`src/rtl/storage_csr_pkg.sv`:
```
package storage_csr_pkg;

  localparam int NUM_PORTS = 2;
  localparam int ADDR_W    = 16;
  localparam int DATA_W    = 32;
  localparam int EVT_W     = 12;
  localparam int NUM_LINES = 4;
  localparam int STEER_W   = $clog2(NUM_LINES);
  localparam int PIW       = (NUM_PORTS > 1) ? $clog2(NUM_PORTS) : 1;

  localparam int GCTRL_ADDR  = 'h0040;
  localparam int GSTAT_ADDR  = 'h0044;
  localparam int PORT_BASE   = 'h1000;
  localparam int PORT_STRIDE = 'h2000;

  localparam int OFS_CTRL_SET = 'h00;
  localparam int OFS_CTRL_CLR = 'h04;
  localparam int OFS_STAT     = 'h08;
  localparam int OFS_EN_SET   = 'h10;
  localparam int OFS_EN_CLR   = 'h14;

  localparam int GC_RST = 31;
  localparam int GC_ACK = 30;
  localparam int GC_CAP = 24;

  localparam int PC_PRST  = 0;
  localparam int PC_DRST  = 1;
  localparam int PC_NOCLR = 3;
  localparam int PC_PM    = 13;
  localparam int INT_DONE = 0;
  localparam int STEER_LSB = DATA_W - STEER_W;

  localparam logic [DATA_W-1:0] CTRL_MASK = (DATA_W'(1) << PC_PRST) | (DATA_W'(1) << PC_DRST) |
                                            (DATA_W'(1) << PC_NOCLR) | (DATA_W'(1) << PC_PM);
  localparam logic [DATA_W-1:0] INT_MASK  = DATA_W'(32'h0000_08FF);

  typedef enum logic [2:0] {
    RD_NONE, RD_GCTRL, RD_GSTAT, RD_CTRL, RD_STAT, RD_EN
  } rd_sel_e;

  typedef struct packed {
    logic                 gCtrlWr;
    logic                 gStatWr;
    logic [NUM_PORTS-1:0] ctrlSetWr;
    logic [NUM_PORTS-1:0] ctrlClrWr;
    logic [NUM_PORTS-1:0] statWr;
    logic [NUM_PORTS-1:0] enSetWr;
    logic [NUM_PORTS-1:0] enClrWr;
    logic [NUM_PORTS-1:0] statRd;
    rd_sel_e              rdSel;
    logic [PIW-1:0]       rdPort;
  } csr_strobe_t;

  function automatic logic [ADDR_W-1:0] portAddr(input int p, input int ofs);
    return ADDR_W'(PORT_BASE + p * PORT_STRIDE + ofs);
  endfunction

endpackage

```
`src/rtl/csr_ctrl.sv`:
```
module csr_ctrl
  import storage_csr_pkg::*;
(
  input  logic              busWrEn,
  input  logic              busRdEn,
  input  logic [ADDR_W-1:0] busAddr,
  output csr_strobe_t       strb
);

  always_comb begin
    strb = '0;
    if (busAddr == ADDR_W'(GCTRL_ADDR)) begin
      strb.gCtrlWr = busWrEn;
      if (busRdEn) strb.rdSel = RD_GCTRL;
    end
    if (busAddr == ADDR_W'(GSTAT_ADDR)) begin
      strb.gStatWr = busWrEn;
      if (busRdEn) strb.rdSel = RD_GSTAT;
    end
    for (int p = 0; p < NUM_PORTS; p++) begin
      if (busAddr == portAddr(p, OFS_CTRL_SET)) begin
        strb.ctrlSetWr[p] = busWrEn;
        if (busRdEn) begin strb.rdSel = RD_CTRL; strb.rdPort = PIW'(p); end
      end
      if (busAddr == portAddr(p, OFS_CTRL_CLR)) begin
        strb.ctrlClrWr[p] = busWrEn;
        if (busRdEn) begin strb.rdSel = RD_CTRL; strb.rdPort = PIW'(p); end
      end
      if (busAddr == portAddr(p, OFS_STAT)) begin
        strb.statWr[p] = busWrEn;
        strb.statRd[p] = busRdEn;
        if (busRdEn) begin strb.rdSel = RD_STAT; strb.rdPort = PIW'(p); end
      end
      if (busAddr == portAddr(p, OFS_EN_SET)) begin
        strb.enSetWr[p] = busWrEn;
        if (busRdEn) begin strb.rdSel = RD_EN; strb.rdPort = PIW'(p); end
      end
      if (busAddr == portAddr(p, OFS_EN_CLR)) begin
        strb.enClrWr[p] = busWrEn;
        if (busRdEn) begin strb.rdSel = RD_EN; strb.rdPort = PIW'(p); end
      end
    end
  end

endmodule

```
`src/rtl/csr_port.sv`:
```
module csr_port
  import storage_csr_pkg::*;
(
  input  logic               clk,
  input  logic               rstN,
  input  logic               portClr,
  input  logic               ctrlSetWr,
  input  logic               ctrlClrWr,
  input  logic               statWr,
  input  logic               enSetWr,
  input  logic               enClrWr,
  input  logic               statRd,
  input  logic [DATA_W-1:0]  wdata,
  input  logic [EVT_W-1:0]   evt,
  output logic [DATA_W-1:0]  ctrlQ,
  output logic [DATA_W-1:0]  statQ,
  output logic [DATA_W-1:0]  enQ,
  output logic               irq,
  output logic [STEER_W-1:0] steer
);

  logic [DATA_W-1:0]  ctrlR, ctrlN;
  logic [DATA_W-1:0]  statR, statN;
  logic [DATA_W-1:0]  enR, enN;
  logic [STEER_W-1:0] steerR, steerN;

  always_comb begin
    ctrlN = ctrlR;
    if (ctrlSetWr) ctrlN = ctrlN | (wdata & CTRL_MASK);
    if (ctrlClrWr) ctrlN = ctrlN & ~(wdata & CTRL_MASK);

    enN = enR;
    if (enSetWr) enN = enN | (wdata & INT_MASK);
    if (enClrWr) enN = enN & ~(wdata & INT_MASK);
    steerN = enSetWr ? wdata[STEER_LSB +: STEER_W] : steerR;

    // clears first, event last so an event always wins
    statN = statR;
    if (statWr) statN = statN & ~(wdata & INT_MASK);
    if (statRd && !ctrlR[PC_NOCLR]) statN[INT_DONE] = 1'b0;
    statN = statN | (DATA_W'(evt) & INT_MASK);
  end

  always_ff @(posedge clk or negedge rstN) begin
    if (!rstN) begin
      ctrlR  <= '0;
      statR  <= '0;
      enR    <= '0;
      steerR <= '0;
    end else if (portClr) begin
      ctrlR  <= '0;
      statR  <= '0;
      enR    <= '0;
      steerR <= '0;
    end else begin
      ctrlR  <= ctrlN;
      statR  <= statN;
      enR    <= enN;
      steerR <= steerN;
    end
  end

  always_comb begin
    enQ = enR;
    enQ[STEER_LSB +: STEER_W] = steerR;
  end

  assign ctrlQ = ctrlR;
  assign statQ = statR;
  assign irq   = |(statR & enR);
  assign steer = steerR;

endmodule

```
`src/rtl/csr_dp.sv`:
```
module csr_dp
  import storage_csr_pkg::*;
(
  input  logic                       clk,
  input  logic                       rstN,
  input  csr_strobe_t                strb,
  input  logic [DATA_W-1:0]          wdata,
  input  logic [NUM_PORTS*EVT_W-1:0] evtFlat,
  output logic [DATA_W-1:0]          rdata,
  output logic [NUM_PORTS-1:0]       portReset,
  output logic [NUM_PORTS-1:0]       devReset,
  output logic [NUM_PORTS-1:0]       pmEnable,
  output logic [NUM_LINES-1:0]       intLine,
  output logic                       msiReq
);

  logic                 gRst;
  logic [NUM_PORTS-1:0] gEn;
  logic [NUM_PORTS-1:0] gStat, gStatN;
  logic                 msiArmed, msiReqR;
  logic [DATA_W-1:0]    rdataR, rdN;
  logic [NUM_PORTS-1:0] portIrq;
  logic                 ackWr;

  logic [DATA_W-1:0]  ctrlQ [NUM_PORTS];
  logic [DATA_W-1:0]  statQ [NUM_PORTS];
  logic [DATA_W-1:0]  enQ   [NUM_PORTS];
  logic [STEER_W-1:0] steer [NUM_PORTS];

  for (genvar p = 0; p < NUM_PORTS; p++) begin : g_port
    csr_port u_port (
      .clk       (clk),
      .rstN      (rstN),
      .portClr   (gRst),
      .ctrlSetWr (strb.ctrlSetWr[p]),
      .ctrlClrWr (strb.ctrlClrWr[p]),
      .statWr    (strb.statWr[p]),
      .enSetWr   (strb.enSetWr[p]),
      .enClrWr   (strb.enClrWr[p]),
      .statRd    (strb.statRd[p]),
      .wdata     (wdata),
      .evt       (evtFlat[p*EVT_W +: EVT_W]),
      .ctrlQ     (ctrlQ[p]),
      .statQ     (statQ[p]),
      .enQ       (enQ[p]),
      .irq       (portIrq[p]),
      .steer     (steer[p])
    );
    assign portReset[p] = gRst | ctrlQ[p][PC_PRST];
    assign devReset[p]  = ctrlQ[p][PC_DRST];
    assign pmEnable[p]  = ctrlQ[p][PC_PM];
  end

  assign ackWr = strb.gCtrlWr & wdata[GC_ACK];

  always_comb begin
    gStatN = gStat;
    if (strb.gStatWr) gStatN = gStatN & ~wdata[NUM_PORTS-1:0];
    gStatN = gStatN | (portIrq & gEn);
  end

  always_ff @(posedge clk or negedge rstN) begin
    if (!rstN) begin
      gRst     <= 1'b1;
      gEn      <= '0;
      gStat    <= '0;
      msiArmed <= 1'b1;
      msiReqR  <= 1'b0;
    end else begin
      if (strb.gCtrlWr) begin
        gRst <= wdata[GC_RST];
        gEn  <= wdata[NUM_PORTS-1:0];
      end
      gStat    <= gStatN;
      msiReqR  <= msiArmed & (|gStat);
      msiArmed <= ackWr | (msiArmed & ~(|gStat));
    end
  end

  always_comb begin
    intLine = '0;
    for (int k = 0; k < NUM_LINES; k++) begin
      for (int p = 0; p < NUM_PORTS; p++) begin
        if (portIrq[p] && gEn[p] && (steer[p] == STEER_W'(k))) intLine[k] = 1'b1;
      end
    end
  end

  always_comb begin
    rdN = '0;
    unique case (strb.rdSel)
      RD_GCTRL: begin
        rdN[GC_RST]         = gRst;
        rdN[GC_CAP]         = 1'b1;
        rdN[NUM_PORTS-1:0]  = gEn;
      end
      RD_GSTAT: rdN[NUM_PORTS-1:0] = gStat;
      RD_CTRL:  rdN = ctrlQ[strb.rdPort];
      RD_STAT:  rdN = statQ[strb.rdPort];
      RD_EN:    rdN = enQ[strb.rdPort];
      default:  rdN = '0;
    endcase
  end

  always_ff @(posedge clk or negedge rstN) begin
    if (!rstN) rdataR <= '0;
    else if (strb.rdSel != RD_NONE) rdataR <= rdN;
  end

  assign rdata  = rdataR;
  assign msiReq = msiReqR;

endmodule

```
`src/rtl/storage_csr.sv`:
```
module storage_csr
  import storage_csr_pkg::*;
(
  input  logic                       clk,
  input  logic                       rstN,
  input  logic                       busWrEn,
  input  logic                       busRdEn,
  input  logic [ADDR_W-1:0]          busAddr,
  input  logic [DATA_W-1:0]          busWdata,
  output logic [DATA_W-1:0]          busRdata,
  input  logic [NUM_PORTS*EVT_W-1:0] portEvent,
  output logic [NUM_PORTS-1:0]       portReset,
  output logic [NUM_PORTS-1:0]       devReset,
  output logic [NUM_PORTS-1:0]       pmEnable,
  output logic [NUM_LINES-1:0]       intLine,
  output logic                       msiReq
);

  csr_strobe_t strb;

  csr_ctrl u_ctrl (
    .busWrEn (busWrEn),
    .busRdEn (busRdEn),
    .busAddr (busAddr),
    .strb    (strb)
  );

  csr_dp u_dp (
    .clk       (clk),
    .rstN      (rstN),
    .strb      (strb),
    .wdata     (busWdata),
    .evtFlat   (portEvent),
    .rdata     (busRdata),
    .portReset (portReset),
    .devReset  (devReset),
    .pmEnable  (pmEnable),
    .intLine   (intLine),
    .msiReq    (msiReq)
  );

endmodule

```
`config.mk`:
```
export PLATFORM = sky130hd
export DESIGN_NAME = storage_csr
export DESIGN_NICKNAME = d
export VERILOG_FILES = /design/src/rtl/storage_csr_pkg.sv /design/src/rtl/csr_ctrl.sv /design/src/rtl/csr_port.sv /design/src/rtl/csr_dp.sv /design/src/rtl/storage_csr.sv
export SDC_FILE = /design/constraint.sdc
export NUM_CORES = 1
export LEC_CHECK = 0
export ABC_AREA = 1
export BUFFER_PORTS_ARGS = -buffer_cell sky130_fd_sc_hd__buf_2
export CAP_MARGIN = 10
export CORE_MARGIN = 5
export CORE_UTILIZATION = 50
export DETAILED_ROUTE_END_ITERATION = 10
export PLACE_DENSITY = 0.8
export SYNTH_ARGS = -nofsm -noshare
export SYNTH_HDL_FRONTEND = slang
export SYNTH_HIERARCHICAL = 1
export SYNTH_SLANG_ARGS = --single-unit
```
`constraint.sdc`:
```
create_clock -name clk -period 3.9 [get_ports clk]
set_clock_uncertainty 0.1 [all_clocks]
set_input_delay 0.78 -clock clk [delete_from_list [all_inputs] [get_ports clk]]
set_output_delay 0.78 -clock clk [all_outputs]
set_load 0.03 [all_outputs]
```
Word level (Yosys, flattened, before mapping)
Cells that the tools add are included.
Word-level totals
  register bits: 235
  bits of input ports: 76
  output and inout port bits: 43
  word-level logic and storage cells: 170
Cells by class
  $lt $le $gt $ge: 1
  equal/unequal tests: 23
  multiplexer cells: 82
  bitwise logic cells: 28
  reductions and logical operators: 22
Operators by type and width (number)
  $mux 32: 25
  $and 32x32->32: 8
  $or 32x12->32: 4
  $eq 16x13->1 const B: 5
  $eq 16x14->1 const B: 5
  $mux 4: 19
  $pmux 22 s3: 1
  $or 32x14->32: 2
  $reduce_or 32->1: 2
  $eq 16x7->1 const B: 2
  $not 12->32: 1
  $not 14->32: 1
  $mux 1: 24
  $pmux 6 s3: 1
  $logic_and 1x1->1: 12
  $mux 2: 5
  $pmux 2 s5: 1
  $mux 3: 3
  $eq 2x2->1 const B: 4
  $pmux 1 s4: 2
  $eq 3x2->1 const B: 2
  $eq 3x3->1 const B: 2
  $mux 5: 1
  $and 2x2->2: 2
  other kinds (14): 22

Longest topological paths before layout
  word-level depth: 29
  depth in mapped cells: 19
  gate-level depth less buffers: 18

By module
Netlist, hierarchy kept.
By module, submodules not included
  csr_dp: instances 1, cells an instance 624, area each 3335.7 sq um, seq. area each 978.4 sq um
  csr_port: instances 2, cells an instance 210, area each 1639.1 sq um, seq. area each 600.6 sq um
  csr_ctrl: instances 1, cells an instance 87, area each 470.5 sq um, seq. area each 0.0 sq um

Least setup slack after synthesis
No wires, ideal clock.
  path kind: input-to-reg
  start point: input port busAddr[15]
  end point: register u_dp.rdataR[13] (netlist: u_dp/rdata[13])
  arrival: 2.434 ns
  slack: 1.243 ns
  cell stages on the path: 13
  cells stage by stage: nor2_2 nand4_1 or2_1 nand3_1 nand2_1 nand2_1 inv_1 ha_1 or2_1 buf_2 buf_2 o21ai_0 nand2_1
RTL lines
  start: declaration: line storage_csr.sv:8  | input logic [ADDR_W-1:0] busAddr,
  end signal: assignment: line csr_dp.sv:107  | else if (strb.rdSel != RD_NONE) rdataR <= rdN;
  end: declaration: line csr_dp.sv:21  | logic [DATA_W-1:0] rdataR, rdN;

==> flow_results.org <==
** Synthesis
- After synthesis, the mean cell area works out to 6.26 sq um.
- Sequential cells were found to cover 30.8% of the synthesized design area.
- Combinational family with the most area after synthesis :: simple AND/OR/NAND/NOR gates
- Synthesis inferred 87 register bits.
- Yosys printed 6 warnings.
- Area share of fa/ha/maj cells after synthesis :: 0.177%
- Count of unique library cells instantiated by Yosys :: 33
- Yosys mapped a number of flops with a built-in enable equal to 0.
- Dominant cell type by area after synthesis :: sky130_fd_sc_hd__nand2_1
- Of the total synthesized cell area, the portion taken by AND, OR, NAND and NOR gates is 42.1%.
- Of the post-synthesis cell area, the dominant cell type holds 31.0%.
- Share of cell area taken by muxes after synthesis :: 0.318%
- The cell area that synthesis handed to floorplanning was 7080 sq um.
- The most used flip-flop cell after synthesis is sky130_fd_sc_hd__dfrtp_1.
- Xor and xnor area share after synthesis :: 0%
- Synthesized netlist cell count :: 1131
- Summing the areas of all compound-gate instances in the mapped netlist gives 6.16% of the synthesized area.
- By area the synthesized netlist is led by sky130_fd_sc_hd__nand2_1, sky130_fd_sc_hd__dfrtp_1, sky130_fd_sc_hd__buf_4.
- Of all flip-flops after synthesis, the portion carrying an async set or reset was 100%.

** Flow run
- Max-cap violations in this run came to 0.

** Routing
- The detailed router finished its first iteration with 522 violations.
- Using the TritonRoute via totals, the vias-per-cell ratio works out to 4.54.
- DRT antenna net count :: 0
- Remaining design rule violation count :: 0
- Routed wire per std cell :: 11.6 um
- Number of vias after detailed routing :: 6261
- The first detailed-routing pass took 5 iterations.
- Final wirelength :: 16.1 mm

** STA
- Adding up every negative setup slack in the final design gives 0 ns.
- Crit path setup slack, layout :: 1.11 ns
- The number of slew-limit violations in the final report was 0.
- The routed design could run at a clock period as short as 2.79 ns.
- Portion of the clock cycle consumed by the worst path in the final layout :: 71.6%
- Slew @ Worst Pin :: 0.966 ns
- Setup repair after global routing left no endpoint under its margin.
- Setup Viol. Count Final :: 0
- Highest achievable clock rate :: 358 MHz
- In this run the tightest slew margin relative to its limit is 35.4%.
- Number of failing hold endpoints at the final stage :: 0

** Clock tree
- CTS Sinks :: 87
- TritonCTS built the clock tree.
- Clock transition at the register clock pins on the worst setup and hold paths after CTS :: 0.07 ns
- H-tree Lvls :: 3
- Max Buffers Root-to-Sink :: 2
- In this run, post-CTS hold repair placed 0 buffers.
- CTS root buf :: sky130_fd_sc_hd__clkbuf_16
- Post-CTS timing repair inserted 0 buffers for setup.
- Insertion delay of the later-clocked pin in the worst-skew pair :: 0.35 ns
- Total CTS buffers :: 9
- Count of instances resized after the clock tree is built :: 0

** Worst setup path
- Worst Path Arrival :: 2.98 ns
- Required arrival time at the worst endpoint :: 4.09 ns
- Element type at the critical path start :: input pin
- Maximum fanout count along the critical path :: 14
- Crit end category :: register
- Kind of critical path :: in -> reg

** Die
- 119 I/O pins were placed.
- The die covers 16600 sq um.
- The floorplan step defined a core boundary enclosing 13900 sq um.
- The die is 129 um wide.
- Die H :: 129 um
- Starting density of the core :: 51.0%
- Row generation in the floorplan step produced 43 rows.

** Finish
- For this run, the post-layout net count is 1272.
- Cells fill 53.1% of the core in the end.
- The number of antenna diodes in the final layout is 0.
- In the final layout, the share of cells above drive strength 1 is 13.8%.
- Number of fill cells :: 1440
- The finished cells cover 7370 sq um.
- Area delta synth->final :: 4.10%
- Multi-input gate area :: 4010 sq um
- Across the whole layout, storage elements account for 2180 sq um.

** Global routing
- Antenna violations before repair :: 0
- Wire length of the first global-routing pass :: 26.8 mm
- Largest net degree at the start of global routing :: 58
- Summed over all layers, the global routing overflow is 0.
- Across every metal layer, demand over resource in global routing totals 19.8%.
- Vias in the first global route :: 5647

** Pwr
- IR analysis of the VDD net gives a maximum drop of 0.238 mV.
- Power density of the placed cells :: 260 nW/um^2
- P_int :: 1.45 mW
- Power share of the combinational group :: 6.7%
- The analysis attributes to cell leakage a power of 4.63 nW.
- Summed over all nets, the switching power comes to 0.469 mW.
- Share of total power in the clock network :: 46.1%
- Of the total power, the share spent switching nets is 24.5%.
- Relative contribution of sequential cells to total power :: 47.2%

** Run status
- Run status :: complete, no violations

** Placed design
- Once placement finished, the instance area stood at 7070 sq um.
- After legalization and detailed placement, the total HPWL measured 11.3 mm.
- Number of port buffers :: 92
- OpenSTA, run right after detailed placement, puts the worst setup slack at 0.744 ns.
- Gp weighted congestion :: 0.886

** Worst hold path
- The min-delay analysis places its worst path in the category in -> async.
==> synth_stat cells, types with 2 or more instances <==
cell type	instances
sky130_fd_sc_hd__nand2_2	6
sky130_fd_sc_hd__o21ai_2	4
sky130_fd_sc_hd__nand2_4	2
sky130_fd_sc_hd__clkbuf_1	18
sky130_fd_sc_hd__or2_2	5
sky130_fd_sc_hd__conb_1	2
sky130_fd_sc_hd__inv_1	24
sky130_fd_sc_hd__o21ai_0	8
sky130_fd_sc_hd__mux2_2	2
sky130_fd_sc_hd__nand2_1	586
sky130_fd_sc_hd__dfrtp_1	85
sky130_fd_sc_hd__nand3_1	34
sky130_fd_sc_hd__buf_6	2
sky130_fd_sc_hd__a21oi_1	57
sky130_fd_sc_hd__o22ai_1	4
sky130_fd_sc_hd__nor2_4	8
sky130_fd_sc_hd__or2_4	2
sky130_fd_sc_hd__nor3_1	2
sky130_fd_sc_hd__nand4_1	8
sky130_fd_sc_hd__inv_2	3
sky130_fd_sc_hd__or2_1	2
sky130_fd_sc_hd__buf_2	23
sky130_fd_sc_hd__dfstp_2	2
sky130_fd_sc_hd__nor2_2	8
sky130_fd_sc_hd__nor2_1	73
sky130_fd_sc_hd__buf_4	151
sky130_fd_sc_hd__o21ai_1	4
==> layout make-up <==
class / instances / area share [%]
inverters: 27 / 1.37
repair buffers: 105 / 7.60
well taps: 180 / 3.05
clock inverters: 6 / 0.967
flip-flops and latches: 87 / 29.6
multi-input cells: 965 / 54.3
clock buffers: 10 / 3.10
==> cell usage in the layout (no fill, tap or decap), types with 9 or more instances in the layout <==
master                      synthesis  routed
sky130_fd_sc_hd__nand2_1          586     585
sky130_fd_sc_hd__conb_1             2     144
sky130_fd_sc_hd__buf_2             23      91
sky130_fd_sc_hd__dfrtp_1           85      85
sky130_fd_sc_hd__nor2_1            73      72
sky130_fd_sc_hd__a21oi_1           57      57
sky130_fd_sc_hd__nand3_1           34      34
sky130_fd_sc_hd__inv_1             24      24
sky130_fd_sc_hd__buf_4            151      14
sky130_fd_sc_hd__clkbuf_16          0       9
sky130_fd_sc_hd__nor2_2             8       9
==> power groups by stage <==
stage / registers (mW) / clock network (mW) / logic [mW]
6_report: 0.904 / 0.884 / 0.127
5_1_grt: 0.903 / 0.944 / 0.151
4_1_cts: 0.904 / 0.905 / 0.124
3_5_place_dp: 0.921 / 0 / 0.124
3_3_place_gp: 0.921 / 0 / 0.123
2_1_floorplan: 0.921 / 0 / 0.166
==> routing by layer <==
metal	wire, um	share of wire (%)	track usage (%)
met2	7250	45	31.8
met1	7550	47	27.4
met5	0	0	0
met4	293	1.8	6.86
met3	965	6.0	3.01
==> state kept, by name, summed over array words and instances, names as in the netlist <==
signal	cells
u_dp/gEn	2
u_dp/gRst	1
u_dp/gStat	2
u_dp/g_port.u_port/ctrlQ	8
u_dp/g_port.u_port/enR	18
u_dp/g_port.u_port/statQ	18
u_dp/g_port.u_port/steer	4
u_dp/msiArmed	1
u_dp/msiReq	1
u_dp/rdata	32
==> logic make-up after synthesis <==
logic type               Yosys count
buffers and inverters            221
adder cells (fa/ha/maj)            1
flip-flops                        87
other                              2
AND/OR/NAND/NOR                  737
multiplexers                       2
AO/OA/AOI/OAI                     81
==> worst paths after layout <==
kind / from / cells past startpoint / slack [ns] / end
hold / removal: rstN / 1 / 0.22 / u_dp/g_port[1].u_port/statQ[1]
max in group asynchronous: rstN / 2 / 2.70 / u_dp/msiArmed
min in group clk: u_dp/rdata[10] / 2 / 0.37 / u_dp/rdata[10]
setup reg to reg: u_dp/gRst / 3 / 2.26 / u_dp/g_port[0].u_port/steer[1]
setup / recovery: busAddr[15] / 15 / 1.11 / u_dp/rdata[13]
hold reg to reg: u_dp/rdata[10] / 2 / 0.37 / u_dp/rdata[10]
==> through the flow <==
step | power (mW) | hold slack (ns) | cells
floorplan | 1.09 | 0.358 | 1273
global placement | 1.04 | 0.358 | 1364
detailed placement | 1.04 | 0.360 | 1364
CTS | 1.93 | 0.221 | 1380
global route | 2.00 | 0.228 | 1380
finish | 1.91 | 0.222 | 1380
==> critical path: stages <==
cell	delay, ns
sky130_fd_sc_hd__buf_2	0.10
sky130_fd_sc_hd__nor2_2	0.15
sky130_fd_sc_hd__nand2_1	0.11
sky130_fd_sc_hd__nor2_4	0.14
sky130_fd_sc_hd__nand2_1	0.11
sky130_fd_sc_hd__nand2_1	0.07
sky130_fd_sc_hd__nor2_1	0.04
sky130_fd_sc_hd__nand2_1	0.06
sky130_fd_sc_hd__nand2_1	0.05
sky130_fd_sc_hd__nand2_1	0.19
sky130_fd_sc_hd__nand2_1	0.10
sky130_fd_sc_hd__nor2_2	0.21
sky130_fd_sc_hd__or2_1	0.48
sky130_fd_sc_hd__o21ai_0	0.26
sky130_fd_sc_hd__nand2_1	0.10
(Power assumes the default switching activity.)
